--- config.mk ---
export PLATFORM = sky130hd
export DESIGN_NAME = posio_regs
export DESIGN_NICKNAME = d
export VERILOG_FILES = /design/src/rtl/posio_regs.sv
export SDC_FILE = /design/constraint.sdc
export NUM_CORES = 1
export LEC_CHECK = 0
export ABC_CLOCK_PERIOD_IN_PS = 2310
export BUFFER_PORTS_ARGS = -buffer_cell sky130_fd_sc_hd__clkbuf_2
export CAP_MARGIN = 30
export CORE_MARGIN = 8
export CORE_UTILIZATION = 54
export DETAILED_ROUTE_END_ITERATION = 10
export PLACE_DENSITY = 0.86
export SLEW_MARGIN = 20
export SYNTH_ARGS = -nofsm -noshare
export SYNTH_HDL_FRONTEND = slang
export SYNTH_SLANG_ARGS = --single-unit
--- constraint.sdc ---
create_clock -name clk -period 2.31 [get_ports clk]
set_input_delay 0.3465 -clock clk [delete_from_list [all_inputs] [get_ports clk]]
set_output_delay 0.3465 -clock clk [all_outputs]
set_load 0.03 [all_outputs]
--- src/rtl/posio_regs.sv ---
module posio_regs #(
  parameter logic [15:0] MODEL_ID   = 16'h0A51,
  parameter logic [15:0] SERIAL_NO  = 16'h1C07,
  parameter logic [15:0] DATE_CODE  = 16'h2419,
  parameter logic [15:0] REV_LEVEL  = 16'h0004,
  parameter logic [15:0] FREQ_RESET = 16'd360
) (
  input  logic        clk,
  input  logic        rst_n,
  input  logic [4:0]  base_sw,
  input  logic [9:0]  bus_addr,
  input  logic        bus_wr,
  input  logic        bus_rd,
  input  logic [7:0]  bus_wdata,
  output logic [7:0]  bus_rdata,
  input  logic [15:0] wrap_val,
  input  logic        acc_ok,
  input  logic [1:0]  sig_ok,
  input  logic        exc_ok,
  output logic [15:0] pos_cmd,
  output logic [15:0] freq_cmd,
  output logic [15:0] volt_cmd,
  output logic [15:0] ratio_cmd,
  output logic        exc_en
);

  localparam logic [4:0] OFS_POS_LO  = 5'h00;
  localparam logic [4:0] OFS_POS_HI  = 5'h01;
  localparam logic [4:0] OFS_WRP_LO  = 5'h02;
  localparam logic [4:0] OFS_WRP_HI  = 5'h03;
  localparam logic [4:0] OFS_ACC     = 5'h04;
  localparam logic [4:0] OFS_FRQ_LO  = 5'h06;
  localparam logic [4:0] OFS_FRQ_HI  = 5'h07;
  localparam logic [4:0] OFS_VLT_LO  = 5'h08;
  localparam logic [4:0] OFS_VLT_HI  = 5'h09;
  localparam logic [4:0] OFS_RAT_LO  = 5'h0A;
  localparam logic [4:0] OFS_RAT_HI  = 5'h0B;
  localparam logic [4:0] OFS_MOD_LO  = 5'h0C;
  localparam logic [4:0] OFS_MOD_HI  = 5'h0D;
  localparam logic [4:0] OFS_SER_LO  = 5'h10;
  localparam logic [4:0] OFS_SER_HI  = 5'h11;
  localparam logic [4:0] OFS_DAT_LO  = 5'h12;
  localparam logic [4:0] OFS_DAT_HI  = 5'h13;
  localparam logic [4:0] OFS_REV_LO  = 5'h14;
  localparam logic [4:0] OFS_REV_HI  = 5'h15;
  localparam logic [4:0] OFS_SIG     = 5'h16;
  localparam logic [4:0] OFS_EXC     = 5'h18;

  logic       hit;
  logic [4:0] offs;
  logic       wr_hit, rd_hit;
  logic [7:0] pos_stg, frq_stg, vlt_stg, rat_stg;
  logic [7:0] hold_q;
  logic       held_q;

  assign hit    = (bus_addr[9:5] == base_sw);
  assign offs   = bus_addr[4:0];
  assign wr_hit = bus_wr & hit;
  assign rd_hit = bus_rd & hit;

  always_ff @(posedge clk or negedge rst_n) begin
    if (!rst_n) begin
      pos_cmd   <= 16'h0000;
      freq_cmd  <= FREQ_RESET;
      volt_cmd  <= 16'h0000;
      ratio_cmd <= 16'h0000;
      exc_en    <= 1'b0;
      pos_stg   <= 8'h00;
      frq_stg   <= FREQ_RESET[7:0];
      vlt_stg   <= 8'h00;
      rat_stg   <= 8'h00;
    end else if (wr_hit) begin
      case (offs)
        OFS_POS_LO: pos_stg   <= bus_wdata;
        OFS_POS_HI: pos_cmd   <= {bus_wdata, pos_stg};
        OFS_FRQ_LO: frq_stg   <= bus_wdata;
        OFS_FRQ_HI: freq_cmd  <= {bus_wdata, frq_stg};
        OFS_VLT_LO: vlt_stg   <= bus_wdata;
        OFS_VLT_HI: begin
          volt_cmd <= {bus_wdata, vlt_stg};
          exc_en   <= |{bus_wdata, vlt_stg};
        end
        OFS_RAT_LO: rat_stg   <= bus_wdata;
        OFS_RAT_HI: ratio_cmd <= {bus_wdata, rat_stg};
        default: ;
      endcase
    end
  end

  always_ff @(posedge clk or negedge rst_n) begin
    if (!rst_n) begin
      hold_q <= 8'h00;
      held_q <= 1'b0;
    end else if (rd_hit && offs == OFS_WRP_HI) begin
      hold_q <= wrap_val[7:0];
      held_q <= 1'b1;
    end else if (rd_hit && offs == OFS_WRP_LO) begin
      held_q <= 1'b0;
    end
  end

  always_comb begin
    bus_rdata = 8'h00;
    if (hit) begin
      case (offs)
        OFS_POS_LO: bus_rdata = pos_cmd[7:0];
        OFS_POS_HI: bus_rdata = pos_cmd[15:8];
        OFS_WRP_LO: bus_rdata = held_q ? hold_q : wrap_val[7:0];
        OFS_WRP_HI: bus_rdata = wrap_val[15:8];
        OFS_ACC:    bus_rdata = {7'd0, acc_ok};
        OFS_FRQ_LO: bus_rdata = freq_cmd[7:0];
        OFS_FRQ_HI: bus_rdata = freq_cmd[15:8];
        OFS_VLT_LO: bus_rdata = volt_cmd[7:0];
        OFS_VLT_HI: bus_rdata = volt_cmd[15:8];
        OFS_RAT_LO: bus_rdata = ratio_cmd[7:0];
        OFS_RAT_HI: bus_rdata = ratio_cmd[15:8];
        OFS_MOD_LO: bus_rdata = MODEL_ID[7:0];
        OFS_MOD_HI: bus_rdata = MODEL_ID[15:8];
        OFS_SER_LO: bus_rdata = SERIAL_NO[7:0];
        OFS_SER_HI: bus_rdata = SERIAL_NO[15:8];
        OFS_DAT_LO: bus_rdata = DATE_CODE[7:0];
        OFS_DAT_HI: bus_rdata = DATE_CODE[15:8];
        OFS_REV_LO: bus_rdata = REV_LEVEL[7:0];
        OFS_REV_HI: bus_rdata = REV_LEVEL[15:8];
        OFS_SIG:    bus_rdata = {6'd0, sig_ok};
        OFS_EXC:    bus_rdata = {7'd0, exc_ok};
        default:    bus_rdata = 8'h00;
      endcase
    end
  end

  AST_MISS_READS_ZERO: assert property (@(posedge clk) disable iff (!rst_n)
    (bus_rd && !hit) |-> (bus_rdata == 8'h00));

  AST_POS_ONLY_ON_HI: assert property (@(posedge clk) disable iff (!rst_n)
    !(wr_hit && offs == OFS_POS_HI) |=> $stable(pos_cmd));

  AST_CAPTURE_KEPT: assert property (@(posedge clk) disable iff (!rst_n)
    (held_q && !(rd_hit && (offs == OFS_WRP_LO || offs == OFS_WRP_HI))) |=> $stable(hold_q));

  AST_IDLE_NO_CHANGE: assert property (@(posedge clk) disable iff (!rst_n)
    !bus_wr |=> $stable({pos_cmd, freq_cmd, volt_cmd, ratio_cmd, exc_en}));

  AST_EXC_NEEDS_CODE: assert property (@(posedge clk) disable iff (!rst_n)
    exc_en |-> (volt_cmd != 16'h0000));

endmodule

---- After elaboration in Yosys (flattened, before gate mapping) ----
Index checks and enable logic that the tools add are counted.
storage, ports and cells
  register bits ........................... 106
  input bits .............................. 47
  output and inout port bits .............. 73
  logic and storage cells ................. 51
operators by class
  equality and inequality tests ........... 20
  muxes and demuxes ....................... 5
  bitwise gates (word level) .............. 2
  reduce and logical (&&, ||, !) cells .... 13
operators by type and width
  cell                                                             number
  8-bit one-hot mux with 20 select lines                           1
  5-bit == test, second input constant                             7
  5-bit by 4-bit == test with 1-bit output, second input constant  6
  8-bit 2-to-1 mux                                                 2
  2-bit AND reduction                                              8
  16-bit OR reduction                                              1
  5-bit by 3-bit == test with 1-bit output, second input constant  3
  5-bit by 2-bit == test with 1-bit output, second input constant  2
  5-bit by 1-bit == test with 1-bit output, second input constant  1
  5-bit == test                                                    1
  5-bit logical NOT                                                1
  1-bit AND                                                        2
  1-bit logical AND                                                2
  1-bit 2-to-1 mux                                                 2
  2-bit nonzero test                                               1

---- Logic depth before layout (Yosys ltp) ----
  word-level depth ........................ 5
  depth in mapped cells ................... 7

---- Least setup slack after synthesis ----
No wires, ideal clock.
  path type ............................... input -> output
  start point ............................. in bus_addr[1]
  end point ............................... out bus_rdata[1]
  data arrival time ....................... 2.001 ns
  slack ................................... -0.038 ns
  stages .................................. 6
  cells stage by stage .................... buf_2 > buf_2 > nor4bb_1 > a32o_1 > a221oi_1 > a31oi_1
between the ends
  word-level cells in the longest chain between the ends .. 3
  elaborated cells on any way between the ends .. 22
  those cells by class .................... eq/ne: 19; mux: 2; reduce/logical: 1
RTL lines
  element                                     line  text
  from (decl)                                 11    input logic [9:0] bus_addr,
  5-bit == test (tied with other cells)       105   case (offs)
  8-bit one-hot mux with 20 select lines (*)  105
  8-bit 2-to-1 mux (*)                        104   if (hit) begin
  to (decl)                                   15    output logic [7:0] bus_rdata,
Every way passes the cells marked *; elsewhere a longest branch is shown, timed or not.

---- Final worst setup path ----
  start point ............................. in bus_addr[1]
  end point ............................... out bus_rdata[3]
The elaborated chain is that of the path after synthesis.

==> flow_metrics.tcl <==
set metrics [dict create \
    status "finished clean" \
    coreArea_um2 9594 \
    fin_skew_ns 0.01177 \
    cpMostUsedCell "clkbuf_4" \
    max_slew_margin_pct 66.09 \
    initial_utilization_pct 54.53 \
    p_total_mw 3.379 \
    hold_depth 2 \
    async_flop_share_pct 100.0 \
    drtIter0Drc 357 \
    grt_max_degree 71 \
    yosysWarnings 0 \
    cts_tree "yes" \
    cp.depth 6 \
    synth_nets 447 \
    fp-row-count 36 \
    syn-instance-count 400 \
    cts-root-buf "clkbuf_8" \
    synth-seq-cells 106 \
    place.gp.congestion 0.9603 \
    clkLatencyLatePin_ns 0.38 \
    diodes 0 \
    cts_made_buffers 9 \
    reg2regPathDepth 3 \
    ios 120 \
    syn_area_per_cell_um2 13.08 \
    cp_slowest_cell "or3b_2" \
    worst_slew_pin_slew_ns 0.4959 \
    cts_buffer_depth 2 \
    maxCapViolations 0 \
    arrival_ns 1.93 \
    dieArea_um2 13090 \
    antenna_found_initial 0 \
    slew_viol_final 0 \
    cpLargestDelayFamily "simple AND/OR/NAND/NOR gates" \
    drc 0 \
    power_density_nw_per_um2 514.2 \
    track_usage_pct 25.40 \
    min-delay-path-class "input pin to flop" \
    viasPerCell 5.928 \
    final_cell_mix "mux2_2 (121), clkbuf_2 (111), dfrtp_1 (99)" \
    grt_pass1_vias 4402 \
    cts.sinks 106 \
    crit_chain "clkbuf_4 > or3b_2 > nor4_1 > a2111oi_1 > a31oi_1 > clkbuf_4" \
    critPathBufInv 2 \
    wl_per_cell_um 23.29 \
    synth_ff_type "dfrtp_1" \
    cpPeakStageDelay_ns 0.50 \
    post-place-ws_ns -0.03690 \
    hold_viol 0 \
    critical_path.max_fanout 10 \
    grt_overflow 0 \
    min_period_ns 2.281 \
    dp_hpwl_um 12170 \
    syn_area_um2 5231 \
    p_leak_nw 3.304 \
    yosysSeqAreaShare_pct 50.87 \
    area_growth_pct 25.62 \
    grt_pass1_wl_um 25150 \
    routed_wl_um 16120 \
    drive_above_1_share_pct 59.75 \
    ys_types 60 \
    final_cell_area_um2 6571 \
    postRouteAntennaNets 0 \
    vias 4102 \
    die_h_um 114.4 \
    required_ns 1.96 \
    placed_cell_area_um2 6314 \
    synth_edf_count 0 \
    htree_levels 3 \
    first_pass_iters 5 \
    cp-end-kind "primary output" \
    clkTransAtPathRegs_ns 0.10 \
    max_clock_freq_ghz 0.4383 \
    final_common_cell "mux2_2" \
    layout.nets 601 \
    min_period_over_period_pct 98.76 \
    port_buffers 119 \
    ir_drop_v 0.0003027 \
    fin_tns_setup_ns 0 \
    crit_type "input pin to primary output" \
    setup_slack_ns 0.02854 \
    finalSetupViolCount 0 \
    cp-start-kind "input pin" \
    fin_util_pct 68.49 \
    die_x_um 114.4 \
]
[per-stage QoR]
step	std cells	hold slack, ns
floorplan	400	0.05091
global placement	675	0.3342
detailed placement	675	0.3469
CTS	692	0.2081
global route	692	0.2031
finish	692	0.2154
[synth_stat cells, drive strengths merged (3+ instances only)]
cell    number  area share [%]
a22oi        5            0.72
a31oi        7            0.84
and3         8            0.96
and2         3            0.36
xnor2        5            0.84
clkbuf       3            0.24
dfstp        7             3.5
nor4        10             1.5
dfrtp       99              47
nand2b       6            0.72
mux2       121              26
buf         19             2.0
a21oi        6            0.57
nor2         7            0.50
nand3        7            0.77
nor3b        3            0.62
mux2i        9             1.7
a211oi       3            0.43
or3          3            0.45
nand2       14             1.0
a41oi        3            0.50
nor3         9             1.3
a32oi        3            0.50
[worst paths after layout]
kind                             start            to  slack, ns
max in group asynchronous        rst_n    frq_stg[5]       1.09
setup / recovery           bus_addr[1]  bus_rdata[3]       0.03
hold / removal             wrap_val[7]     hold_q[7]       0.22
hold reg to reg             pos_stg[3]    pos_cmd[3]       0.50
setup reg to reg            vlt_stg[2]        exc_en       1.05
min in group asynchronous        rst_n     hold_q[7]       0.47
[worst reg2reg max path, stage by stage, from the launching register on]
cell and delay, ns:
dfrtp_1 0.41, nor4_1 0.31, nand4_1 0.15, mux2_2 0.28
[area by class of cell]
class,instances,area (um^2)
Clock inverter,4,26.28
Clock buffer,12,155.1
Multi-Input combinational cell,271,2520
Fill cell,707,3023
Inverter,1,3.754
Tap cell,133,166.4
Sequential cell,106,2661
Timing Repair Buffer,165,1039
[state kept, by name, indices dropped and copies added (netlist names)]
name	cells
freq_cmd	16
rat_stg	8
vlt_stg	8
exc_en	1
held_q	1
volt_cmd	16
ratio_cmd	16
pos_cmd	16
frq_stg	8
hold_q	8
pos_stg	8
[per-layer routing]
| metal | global-route usage (%) | share of wire, % | vias up |
|---|---|---|---|
| met4 | 10.20 | 2.1 | 0 |
| met3 | 4.430 | 6.9 | 22 |
| met5 | 0 | 0 | - |
| li1 | - | - | 1822 |
| met1 | 33.49 | 43 | 2074 |
| met2 | 40.53 | 48 | 184 |
[repair_timing]
item                                    CTS  global route
pin swaps                                 0             3
endpoints found under the hold margin    33             0
endpoints found under the setup margin    4             8
setup buffers                             0             0
gates resized for setup                   8            17
hold buffers                              1             0
[cell families after synthesis]
logic type,after synthesis,share of synthesized area [%]
multiplexers,131,28.20
flip-flops,106,50.87
AND/OR/NAND/NOR,85,10.40
AO/OA/AOI/OAI,49,7.224
buffers and inverters,23,2.296
XOR/XNOR,6,1.005
[where the power goes]
part	total, mW	switching, mW	leakage [nW]	internal [mW]
clock network	1.08	0.627	0.0928	0.453
registers	1.90	0.0203	1.45	1.88
logic	0.395	0.239	1.76	0.156
(Power assumes the default switching activity.)
